## src/rtl/manchester_tx.sv

```systemverilog
module manchester_tx (
  input  logic clk_ref,
  input  logic rst_n,
  input  logic tx_en,
  input  logic tx_data,
  input  logic idle_hi,
  output logic tx_p,
  output logic tx_n,
  output logic bit_clk
);

  logic half;
  logic active;
  logic mode_q;

  always_ff @(posedge clk_ref or negedge rst_n) begin
    if (!rst_n) begin
      half   <= 1'b1;
      active <= 1'b0;
      mode_q <= 1'b0;
      tx_p   <= 1'b0;
      tx_n   <= 1'b0;
    end else begin
      half <= ~half;
      if (half) begin
        active <= tx_en;
        if (active && !tx_en) mode_q <= idle_hi;
        if (tx_en) begin
          tx_p <= ~tx_data;
          tx_n <= tx_data;
        end else begin
          tx_p <= active ? idle_hi : mode_q;
          tx_n <= 1'b0;
        end
      end else if (active) begin
        tx_p <= ~tx_p;
        tx_n <= ~tx_n;
      end
    end
  end

  assign bit_clk = half;

  p_bitclk_fall_r1: assert property (@(posedge clk_ref) disable iff (!rst_n)
    half |=> !half);
  p_bitclk_rise_r1: assert property (@(posedge clk_ref) disable iff (!rst_n)
    !half |=> half);
  p_complement_r3: assert property (@(posedge clk_ref) disable iff (!rst_n)
    active |-> (tx_p != tx_n));
  p_mid_flip_r4: assert property (@(posedge clk_ref) disable iff (!rst_n)
    (active && !half) |=> (tx_p != $past(tx_p)));
  p_hold_midcell_r5: assert property (@(posedge clk_ref) disable iff (!rst_n)
    !half |=> $stable(active));
  p_idle_zero_r6: assert property (@(posedge clk_ref) disable iff (!rst_n)
    (!active && !mode_q) |-> (!tx_p && !tx_n));
  p_idle_high_r7: assert property (@(posedge clk_ref) disable iff (!rst_n)
    (!active && mode_q) |-> (tx_p && !tx_n));
  p_mode_steady_r8: assert property (@(posedge clk_ref) disable iff (!rst_n)
    (!active && !$past(active)) |-> $stable(mode_q));

endmodule

```

## config.mk

```make
export PLATFORM = sky130hd
export DESIGN_NAME = manchester_tx
export DESIGN_NICKNAME = d
export VERILOG_FILES = /design/src/rtl/manchester_tx.sv
export SDC_FILE = /design/constraint.sdc
export NUM_CORES = 1
export LEC_CHECK = 0
export ABC_AREA = 1
export BUFFER_PORTS_ARGS = -buffer_cell sky130_fd_sc_hd__buf_2
export CORE_AREA = 2 2 39 41
export DETAILED_ROUTE_END_ITERATION = 10
export DIE_AREA = 0 0 41 43
export SETUP_SLACK_MARGIN = 0.05
export SLEW_MARGIN = 20
export SYNTH_ARGS = -nofsm -noshare
export SYNTH_HDL_FRONTEND = slang
export SYNTH_SLANG_ARGS = --single-unit
```

## constraint.sdc

```tcl
create_clock -name clk_ref -period 1 [get_ports clk_ref]
set_input_delay 0.05 -clock clk_ref [delete_from_list [all_inputs] [get_ports clk_ref]]
set_output_delay 0.05 -clock clk_ref [all_outputs]
set_load 0.005 [all_outputs]
```

==> report_table.html, run 1 <==
<table>
<tr><th>Metric</th><th>Value</th></tr>
<tr><th colspan="2">Logic synthesis</th></tr>
<tr><td>Sequential element share of the synthesized area</td><td>55.19%</td></tr>
<tr><td>Mean post-synth cell area</td><td>just over 8 µm²</td></tr>
<tr><td>Post-synth cell types</td><td>11</td></tr>
<tr><td>Gate count after technology mapping</td><td>28</td></tr>
<tr><td>Share of synthesized flip-flops with an asynchronous set or reset</td><td>100.0%</td></tr>
<tr><td>Yosys top cell area share</td><td>between 40% and 50%</td></tr>
<tr><td>Most common library cells after synthesis</td><td>nand2_1, dfrtp_1, nand3_1</td></tr>
<tr><td>Main area contributors after synthesis</td><td>dfrtp_1, nand2_1, dfstp_2, nand3_1, inv_1</td></tr>
<tr><td>Post-synth net total</td><td>33</td></tr>
<tr><td>Synth warn</td><td>0</td></tr>
<tr><td>Most instantiated library cell after synthesis</td><td>nand2_1</td></tr>
<tr><td>Number of flops mapped to enable cells by yosys</td><td>0</td></tr>
<tr><td>Flip-flop and latch count after synthesis</td><td>5</td></tr>
<tr><td>Prevailing post-synth register cell</td><td>dfrtp_1</td></tr>
<tr><td>Combined area of all synthesized cells</td><td>229.0 µm²</td></tr>
<tr><td>Top cell type by total area after synthesis</td><td>dfrtp_1</td></tr>
<tr><th colspan="2">Floorplanning</th></tr>
<tr><td>Number of placed I/O pins</td><td>8</td></tr>
<tr><td>Vertical extent of the die</td><td>43 µm</td></tr>
<tr><td>Die W</td><td>41 µm</td></tr>
<tr><td>Floorplan Core Area</td><td>around 1400 µm²</td></tr>
<tr><td>Row Count</td><td>14</td></tr>
<tr><td>Initial Utilization</td><td>between 15 and 20%</td></tr>
<tr><td>Die area</td><td>between 1500 and 2000 µm²</td></tr>
<tr><th colspan="2">Cells and area</th></tr>
<tr><td>Net count reported at finish</td><td>47</td></tr>
<tr><td>Core utilization of the finished layout</td><td>between 20% and 30%</td></tr>
<tr><td>Signed area change from the synthesized netlist to the final layout</td><td>44.26%</td></tr>
<tr><td>Proportion of layout cells with a drive suffix above 1</td><td>a little over a third</td></tr>
<tr><td>Non-filler instance count after layout</td><td>between 50 and 60</td></tr>
<tr><td>Diodes inserted</td><td>0</td></tr>
<tr><th colspan="2">Job</th></tr>
<tr><td>Max-Cap Viols</td><td>0</td></tr>
<tr><th colspan="2">STA</th></tr>
<tr><td>Actual transition at the worst max-transition pin</td><td>between 0.2 and 0.25 ns</td></tr>
<tr><td>Hold_ws</td><td>~0.056 ns</td></tr>
<tr><td>Final worst path period share</td><td>99.94%</td></tr>
<tr><td>Setup TNS</td><td>0 ns</td></tr>
<tr><td>Max-slew violation count</td><td>0</td></tr>
<tr><td>RSZ-0062 raised after global routing</td><td>true</td></tr>
<tr><td>Hold Violations, Final</td><td>0</td></tr>
<tr><td>Worst clock skew</td><td>0.0002566 ns</td></tr>
<tr><td>Relative max-transition margin</td><td>between 80% and 90%</td></tr>
<tr><td>Achievable Freq</td><td>about 1000 MHz</td></tr>
<tr><td>Setup-violating endpoint count in the final report</td><td>0</td></tr>
<tr><td>Final period demand of the worst path</td><td>0.9994 ns</td></tr>
<tr><th colspan="2">Drt</th></tr>
<tr><td>Via density per instance</td><td>roughly 3.8</td></tr>
<tr><td>Iteration-0 DRC count of the detailed router</td><td>2</td></tr>
<tr><td>Final wirelength</td><td>472 µm</td></tr>
<tr><td>Antenna Nets Post-Route</td><td>0</td></tr>
<tr><td>Vias after detailed routing</td><td>~220</td></tr>
<tr><td>DR pass1 iterations</td><td>2</td></tr>
<tr><td>WL/cell</td><td>~8.3 µm</td></tr>
<tr><td>Drt drc</td><td>0</td></tr>
<tr><th colspan="2">Power and ir drop</th></tr>
<tr><td>Combinational group share of total power</td><td>about 10%</td></tr>
<tr><td>Switching power share of the total</td><td>a little under a quarter</td></tr>
<tr><td>Power share of the clock group</td><td>between 40% and 50%</td></tr>
<tr><td>Maximum vdd drop</td><td>~0.67 mV</td></tr>
<tr><td>Share of total power in sequential cells</td><td>44.7%</td></tr>
<tr><td>Sw power</td><td>between 0.0001 and 0.00015 W</td></tr>
<tr><td>Power per cell area</td><td>roughly 1600 nW/µm²</td></tr>
<tr><td>Leakage dissipation</td><td>0.1700 nW</td></tr>
<tr><td>Internal power summed over all cells</td><td>slightly below 0.0004 W</td></tr>
<tr><th colspan="2">Clock tree</th></tr>
<tr><td>Root buffer selected by CTS</td><td>clkbuf_4</td></tr>
<tr><td>Max Root-Sink Buffers</td><td>2</td></tr>
<tr><td>Number of buffers created by CTS</td><td>3</td></tr>
<tr><td>Max H-tree Level</td><td>1</td></tr>
<tr><td>Clock-pin slew on the worst setup and hold paths</td><td>about 0.040 ns</td></tr>
<tr><td>Clock sink count</td><td>5</td></tr>
<tr><td>Clock tree from TritonCTS</td><td>done</td></tr>
<tr><td>Insertion delay of the later-clocked pin in the worst-skew pair</td><td>about 0.24 ns</td></tr>
<tr><th colspan="2">Critical path</th></tr>
<tr><td>Crit-path slowest cell</td><td>dfstp_2</td></tr>
<tr><td>Classification of the worst setup path</td><td>reg2out</td></tr>
<tr><td>Data arrival time of the critical path</td><td>between 0.9 and 1 ns</td></tr>
<tr><td>Cell family with the largest share of critical-path delay</td><td>flip-flops</td></tr>
<tr><td>Combined buffer and inverter count along the critical path</td><td>1</td></tr>
<tr><td>CP Data Required Time</td><td>0.95 ns</td></tr>
<tr><td>Crit path capture type</td><td>primary output</td></tr>
<tr><td>Critical-path cell list</td><td>buf_2</td></tr>
<tr><td>Peak fanout along the critical path</td><td>6</td></tr>
<tr><td>Largest stage delay on the critical path</td><td>around 0.58 ns</td></tr>
<tr><td>Kind of start point of the critical path</td><td>flop</td></tr>
<tr><th colspan="2">Hold path</th></tr>
<tr><td>Hold WC Path Type</td><td>in2reg</td></tr>
<tr><th colspan="2">Global routing</th></tr>
<tr><td>Total congestion overflow</td><td>0</td></tr>
<tr><td>Vias in the first global route</td><td>approximately 180</td></tr>
<tr><td>Initial antenna violation count</td><td>0</td></tr>
<tr><td>Wire length of the first global-routing pass</td><td>around 740 µm</td></tr>
<tr><td>Maximum number of pins on one net before global-route repair</td><td>8</td></tr>
<tr><td>Overall Global Routing Usage</td><td>roughly 6.9%</td></tr>
<tr><th colspan="2">Placed design</th></tr>
<tr><td>Dpl hpwl</td><td>~340 µm</td></tr>
<tr><td>Weighted congestion reported at the end of routability-driven placement</td><td>between 0.6 and 0.7</td></tr>
<tr><td>Port-buffer cells</td><td>7</td></tr>
<tr><td># placed instances</td><td>51</td></tr>
<tr><th colspan="2">Outcome</th></tr>
<tr><td>Result of the run</td><td>finished clean</td></tr>
</table>
[per-layer routing]
layer / share of wire, % / GRT usage [%] / vias up / wire (µm)
li1: - / - / 115 / -
met1: 52 / 9.446 / 90 / 247
met2: 34 / 6.563 / 10 / 162
met3: 13 / 6.283 / 0 / 62
met4: 0 / 4.000 / 0 / 0
met5: 0 / 0 / - / 0
[power groups by stage]
| stage | registers [W] | logic [W] | clock network, W |
|---|---|---|---|
| final | 0.000230 | 0.0000510 | 0.000233 |
| after detailed placement | 0.000232 | 0.0000489 | 0 |
| after global placement | 0.000232 | 0.0000478 | 0 |
| after floorplan | 0.000231 | 0.0000231 | 0 |
| after global routing | 0.000231 | 0.0000585 | 0.000263 |
| after CTS | 0.000229 | 0.0000523 | 0.000243 |
[cell type report]
class / instances / area, µm²
multi-input combinational: 19 / 90.09
inverter: 4 / 15.01
clock buffer: 4 / 26.28
timing repair buffer: 9 / 52.55
tap: 16 / 20.02
sequential: 5 / 126.4
fill: 151 / 1054
[through the flow]
stage	worst slack, ns	total power, W	instance area, µm²
after global routing	-0.03319	0.0005529	330.3
final	0.0006382	0.0005132	330.3
after floorplan	0.1104	0.0002543	229.0
after global placement	0.07352	0.0002795	284.0
after detailed placement	0.06311	0.0002807	284.0
after CTS	-0.02555	0.0005239	320.3
[cell usage in the layout (no fill, tap or decap)]
cell / count
nand2_1: 8
buf_2: 7
nand3_1: 4
dfrtp_1: 4
inv_1: 3
clkbuf_4: 3
nor2_1: 2
inv_2: 1
o21ai_1: 1
a21oi_2: 1
nand3b_1: 1
nor2_2: 1
a21oi_1: 1
dfstp_2: 1
clkbuf_1: 1
dlygate4sd3_1: 1
buf_4: 1
[cell families after synthesis]
family,count (synthesis),share of synthesized area [%]
AOI/OAI and AO/OA,3,8.193
buffers and inverters,4,6.555
DFF,5,55.20
and+or+nand+nor,16,30.06
[sequential cells by signal (all words and copies together), names as in the netlist]
| register | count |
|---|---|
| active | 1 |
| mode_q | 1 |
| tx_p | 1 |
| bit_clk | 1 |
| tx_n | 1 |
[what timing repair did]
action	in CTS	in global routing
endpoints found under the setup margin	1	4
pin swaps	0	1
resized for setup	0	1
hold buffers	1	0
endpoints found under the hold margin	5	0
setup buffers	0	1
[final timing paths]
path / from / to / slack [ns] / cells past startpoint
max: bit_clk$_DFF_PN1_ / bit_clk / 0.0006 / 1
max in group asynchronous: rst_n / bit_clk$_DFF_PN1_ / 0.62 / 2
max reg2reg: bit_clk$_DFF_PN1_ / tx_n$_DFFE_PN0P_ / 0.01 / 4
min: idle_hi / mode_q$_DFFE_PN0P_ / 0.06 / 3
min reg2reg: bit_clk$_DFF_PN1_ / bit_clk$_DFF_PN1_ / 0.50 / 1
min in group asynchronous: rst_n / mode_q$_DFFE_PN0P_ / 0.16 / 2
Note: power is estimated with default switching activity, not from simulation.
==> inputs of run 2 (changes only) <==
==> constraint.sdc (replaced) <==
create_clock -name clk_ref -period 1 [get_ports clk_ref]
set_input_delay 0.3 -clock clk_ref [delete_from_list [all_inputs] [get_ports clk_ref]]
set_output_delay 0.3 -clock clk_ref [all_outputs]
set_load 0.005 [all_outputs]
==> run 2 against run 1 <==
The flow now finishes with violations (negative setup slack). Maximum frequency down 14%. Register-to-register slack lost 0.10 ns. Wire length is 26% higher. Utilization rose by 3.3 points. Final cell count increased by 3.5%. Hold slack improved by 0.26 ns. Sequential share of layout area down 4.7 points. Power increased by 4.6%. Sequential power hardly changed. Via count increased by 11%. Non-clock buffer count grew 2. Critical endpoint unchanged.
==> report_table.html, run 2 (same netlist as run 1, synthesis figures left out) <==
<table>
<tr><th>Metric</th><th>Value</th></tr>
<tr><th colspan="2">Outcome</th></tr>
<tr><td>Result of the run</td><td>finished with violations</td></tr>
<tr><td>Violated checks</td><td>negative setup slack</td></tr>
<tr><th colspan="2">Power and ir drop</th></tr>
<tr><td>Leakage dissipation</td><td>about 0.19 nW</td></tr>
<tr><td>Maximum vdd drop</td><td>0.2867 mV</td></tr>
<tr><td>Power per cell area</td><td>1425 nW/µm²</td></tr>
<tr><th colspan="2">Critical path</th></tr>
<tr><td>Cell family with the largest share of critical-path delay</td><td>flip-flops</td></tr>
<tr><td>Classification of the worst setup path</td><td>reg2out</td></tr>
<tr><td>Crit path capture type</td><td>primary output</td></tr>
<tr><td>Total stage count of the critical path</td><td>1</td></tr>
<tr><td>Data arrival time of the critical path</td><td>~0.87 ns</td></tr>
<tr><td>Critical-path cell list</td><td>buf_6</td></tr>
<tr><td>CP Data Required Time</td><td>~0.70 ns</td></tr>
<tr><td>Kind of start point of the critical path</td><td>flop</td></tr>
<tr><td>Reg-to-reg slack, setup</td><td>-0.09 ns</td></tr>
<tr><td>Path depth of the worst reg2reg path</td><td>5</td></tr>
<tr><td>Crit-path slowest cell</td><td>dfstp_2</td></tr>
<tr><td>Combined buffer and inverter count along the critical path</td><td>1</td></tr>
<tr><td>Peak fanout along the critical path</td><td>2</td></tr>
<tr><td>Largest stage delay on the critical path</td><td>about 0.53 ns</td></tr>
<tr><th colspan="2">STA</th></tr>
<tr><td>Hold Violations, Final</td><td>0</td></tr>
<tr><td>Final period demand of the worst path</td><td>1.168 ns</td></tr>
<tr><td>Setup TNS</td><td>-0.5142 ns</td></tr>
<tr><td>Final worst path period share</td><td>116.8%</td></tr>
<tr><td>Setup-violating endpoint count in the final report</td><td>6</td></tr>
<tr><td>Max-slew violation count</td><td>0</td></tr>
<tr><td>Actual transition at the worst max-transition pin</td><td>slightly below 0.3 ns</td></tr>
<tr><td>Achievable Freq</td><td>around 860 MHz</td></tr>
<tr><td>Worst clock skew</td><td>between 0.002 and 0.003 ns</td></tr>
<tr><td>Relative max-transition margin</td><td>80.52%</td></tr>
<tr><td>RSZ-0062 raised after global routing</td><td>true</td></tr>
<tr><td>Slack of the critical path</td><td>-0.1682 ns</td></tr>
<tr><th colspan="2">Clock tree</th></tr>
<tr><td>Clock tree from TritonCTS</td><td>done</td></tr>
<tr><td>Max H-tree Level</td><td>1</td></tr>
<tr><td>Root buffer selected by CTS</td><td>clkbuf_4</td></tr>
<tr><td>Clock-pin slew on the worst setup and hold paths</td><td>around 0.050 ns</td></tr>
<tr><td>Max Root-Sink Buffers</td><td>2</td></tr>
<tr><td>Clock sink count</td><td>5</td></tr>
<tr><td>Insertion delay of the later-clocked pin in the worst-skew pair</td><td>0.24 ns</td></tr>
<tr><td>Number of buffers created by CTS</td><td>3</td></tr>
<tr><th colspan="2">Floorplanning</th></tr>
<tr><td>Number of placed I/O pins</td><td>8</td></tr>
<tr><td>Die W</td><td>41 µm</td></tr>
<tr><td>Row Count</td><td>14</td></tr>
<tr><td>Die area</td><td>~1800 µm²</td></tr>
<tr><td>Vertical extent of the die</td><td>roughly 43 µm</td></tr>
<tr><td>Floorplan Core Area</td><td>about 1400 µm²</td></tr>
<tr><td>Initial Utilization</td><td>between 10% and 20%</td></tr>
<tr><th colspan="2">Global routing</th></tr>
<tr><td>Wire length of the first global-routing pass</td><td>between 900 and 1000 µm</td></tr>
<tr><td>Initial antenna violation count</td><td>0</td></tr>
<tr><td>Overall Global Routing Usage</td><td>under 10%</td></tr>
<tr><td>Total congestion overflow</td><td>0</td></tr>
<tr><td>Vias in the first global route</td><td>~240</td></tr>
<tr><td>Maximum number of pins on one net before global-route repair</td><td>8</td></tr>
<tr><th colspan="2">Drt</th></tr>
<tr><td>Via density per instance</td><td>4.034</td></tr>
<tr><td>Wl on met1</td><td>between 200 and 300 µm</td></tr>
<tr><td>Final wirelength</td><td>about 600 µm</td></tr>
<tr><td>Iteration-0 DRC count of the detailed router</td><td>1</td></tr>
<tr><td>Total met2 wirelength after detailed routing</td><td>~280 µm</td></tr>
<tr><td>Detailed-routed wire length on met3</td><td>roughly 45 µm</td></tr>
<tr><td>DR pass1 iterations</td><td>2</td></tr>
<tr><td>Vias after detailed routing</td><td>238</td></tr>
<tr><td>Drt drc</td><td>0</td></tr>
<tr><td>WL/cell</td><td>10.12 µm</td></tr>
<tr><td>Highest metal layer with signal wires</td><td>met4</td></tr>
<tr><td>Antenna Nets Post-Route</td><td>0</td></tr>
<tr><th colspan="2">Cells and area</th></tr>
<tr><td>Most common library cell in the layout ignoring fill and taps</td><td>nand2_1</td></tr>
<tr><td>FILL cells</td><td>between 150 and 200</td></tr>
<tr><td>Diodes inserted</td><td>0</td></tr>
<tr><td>Proportion of layout cells with a drive suffix above 1</td><td>about 47%</td></tr>
<tr><td>Net count reported at finish</td><td>49</td></tr>
<tr><td>Signed area change from the synthesized netlist to the final layout</td><td>64.48%</td></tr>
<tr><td>Non-filler instance count after layout</td><td>59</td></tr>
<tr><td>Leading cell types in the layout, fill and taps excluded</td><td>nand2_1, buf_2, dfrtp_1</td></tr>
<tr><th colspan="2">Placed design</th></tr>
<tr><td>Dpl hpwl</td><td>around 400 µm</td></tr>
<tr><td>Weighted congestion reported at the end of routability-driven placement</td><td>around 0.60</td></tr>
<tr><td># placed instances</td><td>between 50 and 60</td></tr>
<tr><td>Port-buffer cells</td><td>7</td></tr>
<tr><th colspan="2">Hold path</th></tr>
<tr><td>Hold WC Path Type</td><td>in2reg</td></tr>
<tr><td>Cell depth of the worst hold path</td><td>3</td></tr>
<tr><th colspan="2">Job</th></tr>
<tr><td>Max-Cap Viols</td><td>0</td></tr>
</table>
[run 2: cell types whose count changed in the layout (fill, tap and decap cells not counted), sizes merged]
cell,previous run,this run
buf,8,10
[run 2: final timing paths]
path,from,to
hold reg to reg,mode_q$_DFFE_PN0P_,mode_q$_DFFE_PN0P_
max in group asynchronous,rst_n,bit_clk$_DFF_PN1_
min in group asynchronous,rst_n,tx_n$_DFFE_PN0P_
hold / removal,idle_hi,mode_q$_DFFE_PN0P_
setup reg to reg,bit_clk$_DFF_PN1_,mode_q$_DFFE_PN0P_
setup / recovery,bit_clk$_DFF_PN1_,bit_clk
[run 2: power by group]
part	leakage [nW]	switching (W)	internal [W]	total [W]
Clock	0.0150	0.0000905	0.000151	0.000242
Combinational	0.115	0.0000304	0.0000340	0.0000643
Sequential	0.0573	0.0000129	0.000218	0.000231
[run 2: layer usage]
metal / vias up / track usage [%]
met2: 9 / 10.31
met4: 0 / 8.000
met1: 105 / 10.00
li1: 120 / -
met5: - / 0
met3: 4 / 4.712
[run 2: layout make-up]
| cell class | count | area, µm² | area share (%) |
|---|---|---|---|
| Sequential cell | 5 | 126.4 | 33.55 |
| Multi-Input combinational cell | 19 | 108.9 | 28.90 |
| Timing Repair Buffer | 11 | 77.57 | 20.60 |
| Clock buffer | 4 | 26.28 | 6.977 |
| Tap cell | 16 | 20.02 | 5.316 |
| Inverter | 4 | 17.52 | 4.651 |
[run 2: what timing repair did]
item,in CTS,in global routing
hold endpoints to repair,4,0
setup buffers,2,1
endpoints found under the setup margin,4,7
resized for setup,1,7
pin swaps,0,3
hold buffers,1,0
[run 2: worst register-to-register path: stages (launching register included)]
cell	delay (ns)
dfstp_2	0.53
buf_4	0.11
buf_6	0.12
nand3_4	0.08
nand2_2	0.07
o21ai_1	0.06
[run 2: per-stage QoR]
| stage | area (µm²) | hold WS [ns] | setup WS (ns) | utilization, % | power [W] |
|---|---|---|---|---|---|
| 6_report | 376.6 | 0.3161 | -0.1682 | 27.22 | 0.0005368 |
| 3_5_place_dp | 284.0 | 0.1242 | 0.007083 | 20.52 | 0.0002837 |
| 2_1_floorplan | 229.0 | 0.004409 | 0.1104 | - | 0.0002543 |
| 3_3_place_gp | 284.0 | 0.1205 | 0.01408 | 20.52 | 0.0002808 |
| 4_1_cts | 340.3 | 0.3161 | -0.1807 | 24.59 | 0.0005393 |
| 5_1_grt | 376.6 | 0.3232 | -0.1924 | 27.22 | 0.0005638 |
==> inputs of run 3 (changes only) <==
RECOVER_POWER = 100   (was unset)
==> run 3 against run 2 <==
The flow still finishes with violations (negative setup slack). Setup slack about the same. Maximum frequency about the same. Flip-flop and latch count stayed put. Count of clock-buffer cells in the layout stayed put. Non-clock buffer count stayed put. Combinational power shrank 0.8%. Final area shrank 0.33%. Sequential share of layout area grew 0.11 points. Final cell count did not move. Critical path type unchanged.
==> report_table.html, run 3 (same netlist as run 1, synthesis figures left out) <==
<table>
<tr><th>Metric</th><th>Value</th></tr>
<tr><th colspan="2">Outcome</th></tr>
<tr><td>Result of the run</td><td>finished with violations</td></tr>
<tr><td>Violated checks</td><td>negative setup slack</td></tr>
<tr><th colspan="2">Power and ir drop</th></tr>
<tr><td>Leakage dissipation</td><td>around 0.18 nW</td></tr>
<tr><td>Power per cell area</td><td>1429 nW/µm²</td></tr>
<tr><td>Maximum vdd drop</td><td>between 0.2 and 0.3 mV</td></tr>
<tr><th colspan="2">STA</th></tr>
<tr><td>Setup-violating endpoint count in the final report</td><td>6</td></tr>
<tr><td>Max-slew violation count</td><td>0</td></tr>
<tr><td>Relative max-transition margin</td><td>about four fifths</td></tr>
<tr><td>Final period demand of the worst path</td><td>about 1.2 ns</td></tr>
<tr><td>Hold_ws</td><td>around 0.32 ns</td></tr>
<tr><td>Achievable Freq</td><td>approximately 860 MHz</td></tr>
<tr><td>Hold Violations, Final</td><td>0</td></tr>
<tr><td>Worst clock skew</td><td>between 0.002 and 0.003 ns</td></tr>
<tr><td>Final worst path period share</td><td>116.8%</td></tr>
<tr><td>Slack of the critical path</td><td>-0.1681 ns</td></tr>
<tr><td>RSZ-0062 raised after global routing</td><td>true</td></tr>
<tr><td>Actual transition at the worst max-transition pin</td><td>between 0.2 and 0.3 ns</td></tr>
<tr><th colspan="2">Clock tree</th></tr>
<tr><td>Max H-tree Level</td><td>1</td></tr>
<tr><td>Root buffer selected by CTS</td><td>clkbuf_4</td></tr>
<tr><td>Clock sink count</td><td>5</td></tr>
<tr><td>Insertion delay of the later-clocked pin in the worst-skew pair</td><td>between 0.2 and 0.25 ns</td></tr>
<tr><td>Max Root-Sink Buffers</td><td>2</td></tr>
<tr><td>Clock-pin slew on the worst setup and hold paths</td><td>roughly 0.050 ns</td></tr>
<tr><td>Number of buffers created by CTS</td><td>3</td></tr>
<tr><td>Clock tree from TritonCTS</td><td>done</td></tr>
<tr><th colspan="2">Critical path</th></tr>
<tr><td>Peak fanout along the critical path</td><td>2</td></tr>
<tr><td>Classification of the worst setup path</td><td>reg2out</td></tr>
<tr><td>Largest stage delay on the critical path</td><td>roughly 0.53 ns</td></tr>
<tr><td>Crit path capture type</td><td>primary output</td></tr>
<tr><td>Combined buffer and inverter count along the critical path</td><td>1</td></tr>
<tr><td>CP Data Required Time</td><td>0.70 ns</td></tr>
<tr><td>Kind of start point of the critical path</td><td>flop</td></tr>
<tr><td>Critical-path cell list</td><td>buf_6</td></tr>
<tr><td>Cell family with the largest share of critical-path delay</td><td>flip-flops</td></tr>
<tr><td>Data arrival time of the critical path</td><td>0.87 ns</td></tr>
<tr><td>Crit-path slowest cell</td><td>dfstp_2</td></tr>
<tr><th colspan="2">Floorplanning</th></tr>
<tr><td>Floorplan Core Area</td><td>around 1400 µm²</td></tr>
<tr><td>Die W</td><td>a little over 40 µm</td></tr>
<tr><td>Number of placed I/O pins</td><td>8</td></tr>
<tr><td>Initial Utilization</td><td>~17%</td></tr>
<tr><td>Die area</td><td>1763 µm²</td></tr>
<tr><td>Row Count</td><td>14</td></tr>
<tr><td>Vertical extent of the die</td><td>around 43 µm</td></tr>
<tr><th colspan="2">Placed design</th></tr>
<tr><td># placed instances</td><td>between 50 and 60</td></tr>
<tr><td>Port-buffer cells</td><td>7</td></tr>
<tr><td>Weighted congestion reported at the end of routability-driven placement</td><td>roughly 0.60</td></tr>
<tr><td>Dpl hpwl</td><td>about 410 µm</td></tr>
<tr><td>Placed instance area</td><td>284.0 µm²</td></tr>
<tr><th colspan="2">Drt</th></tr>
<tr><td>Drt drc</td><td>0</td></tr>
<tr><td>Via density per instance</td><td>slightly above 4</td></tr>
<tr><td>Final wirelength</td><td>about 600 µm</td></tr>
<tr><td>Antenna Nets Post-Route</td><td>0</td></tr>
<tr><td>WL/cell</td><td>10.12 µm</td></tr>
<tr><td>Vias after detailed routing</td><td>238</td></tr>
<tr><td>Iteration-0 DRC count of the detailed router</td><td>1</td></tr>
<tr><td>DR pass1 iterations</td><td>2</td></tr>
<tr><th colspan="2">Cells and area</th></tr>
<tr><td>Leading cell types in the layout, fill and taps excluded</td><td>nand2_1, buf_2, dfrtp_1</td></tr>
<tr><td>Core utilization of the finished layout</td><td>between 20% and 30%</td></tr>
<tr><td>Diodes inserted</td><td>0</td></tr>
<tr><td>Post-route cell area</td><td>375.4 µm²</td></tr>
<tr><td>Signed area change from the synthesized netlist to the final layout</td><td>63.93%</td></tr>
<tr><td>Proportion of layout cells with a drive suffix above 1</td><td>between 40% and 50%</td></tr>
<tr><td>Most common library cell in the layout ignoring fill and taps</td><td>nand2_1</td></tr>
<tr><td>Net count reported at finish</td><td>between 40 and 50</td></tr>
<tr><td>Non-filler instance count after layout</td><td>59</td></tr>
<tr><th colspan="2">Hold path</th></tr>
<tr><td>Hold WC Path Type</td><td>in2reg</td></tr>
<tr><th colspan="2">Global routing</th></tr>
<tr><td>Initial antenna violation count</td><td>0</td></tr>
<tr><td>Wire length of the first global-routing pass</td><td>about 930 µm</td></tr>
<tr><td>Total congestion overflow</td><td>0</td></tr>
<tr><td>Maximum number of pins on one net before global-route repair</td><td>8</td></tr>
<tr><td>Overall Global Routing Usage</td><td>8.543%</td></tr>
<tr><td>Vias in the first global route</td><td>roughly 240</td></tr>
<tr><th colspan="2">Job</th></tr>
<tr><td>Max-Cap Viols</td><td>0</td></tr>
</table>
==> run 3: timing repair <==
item,in CTS,in global routing
hold buffers,1,0
gates resized for setup,1,7
endpoints found under the setup margin,4,7
hold endpoints to repair,4,0
buffers inserted,2,1
pin swaps,0,3
==> run 3: worst register-to-register path, stage by stage, from the launching register on <==
cell and delay [ns]:
dfstp_2 0.53, buf_4 0.11, buf_6 0.12, nand3_4 0.08
nand2_2 0.07, o21ai_1 0.06
==> run 3: power breakdown <==
| part | internal, W | switching (W) | leakage (nW) | total (W) |
|---|---|---|---|---|
| registers | 0.000218 | 0.0000129 | 0.0573 | 0.000231 |
| clock network | 0.000151 | 0.0000905 | 0.0150 | 0.000242 |
| logic | 0.0000334 | 0.0000304 | 0.112 | 0.0000638 |
==> run 3: layout make-up <==
type	instances	area (µm²)
Clock buffer	4	26.28
Fill cell	158	1008
Inverter	4	17.52
Multi-Input combinational cell	19	108.9
Sequential cell	5	126.4
Tap cell	16	20.02
Timing Repair Buffer	11	76.32
==> run 3: metal layers <==
layer	GRT usage, %	wire length, µm
met5	0	0
met4	8.000	15
met3	4.712	45
met2	10.31	277
met1	10.00	258
==> run 3: through the flow <==
stage | TNS, ns | power (W) | setup slack, ns
after floorplan | 0 | 0.0002543 | 0.1104
after global placement | 0 | 0.0002808 | 0.01408
after detailed placement | 0 | 0.0002837 | 0.007083
after CTS | -0.3164 | 0.0005393 | -0.1807
after global routing | -0.7803 | 0.0005632 | -0.1924
final | -0.5146 | 0.0005363 | -0.1681
==> run 3: path summary, 6_finish.rpt <==
check	start	end	slack, ns	cells after the start
worst max-delay path	bit_clk$_DFF_PN1_	bit_clk	-0.17	1
worst min-delay path	idle_hi	mode_q$_DFFE_PN0P_	0.32	3
worst max register to register	bit_clk$_DFF_PN1_	mode_q$_DFFE_PN0P_	-0.09	5
worst min register to register	mode_q$_DFFE_PN0P_	mode_q$_DFFE_PN0P_	0.51	2
max in group asynchronous	rst_n	bit_clk$_DFF_PN1_	0.29	2
min in group asynchronous	rst_n	tx_n$_DFFE_PN0P_	0.44	2
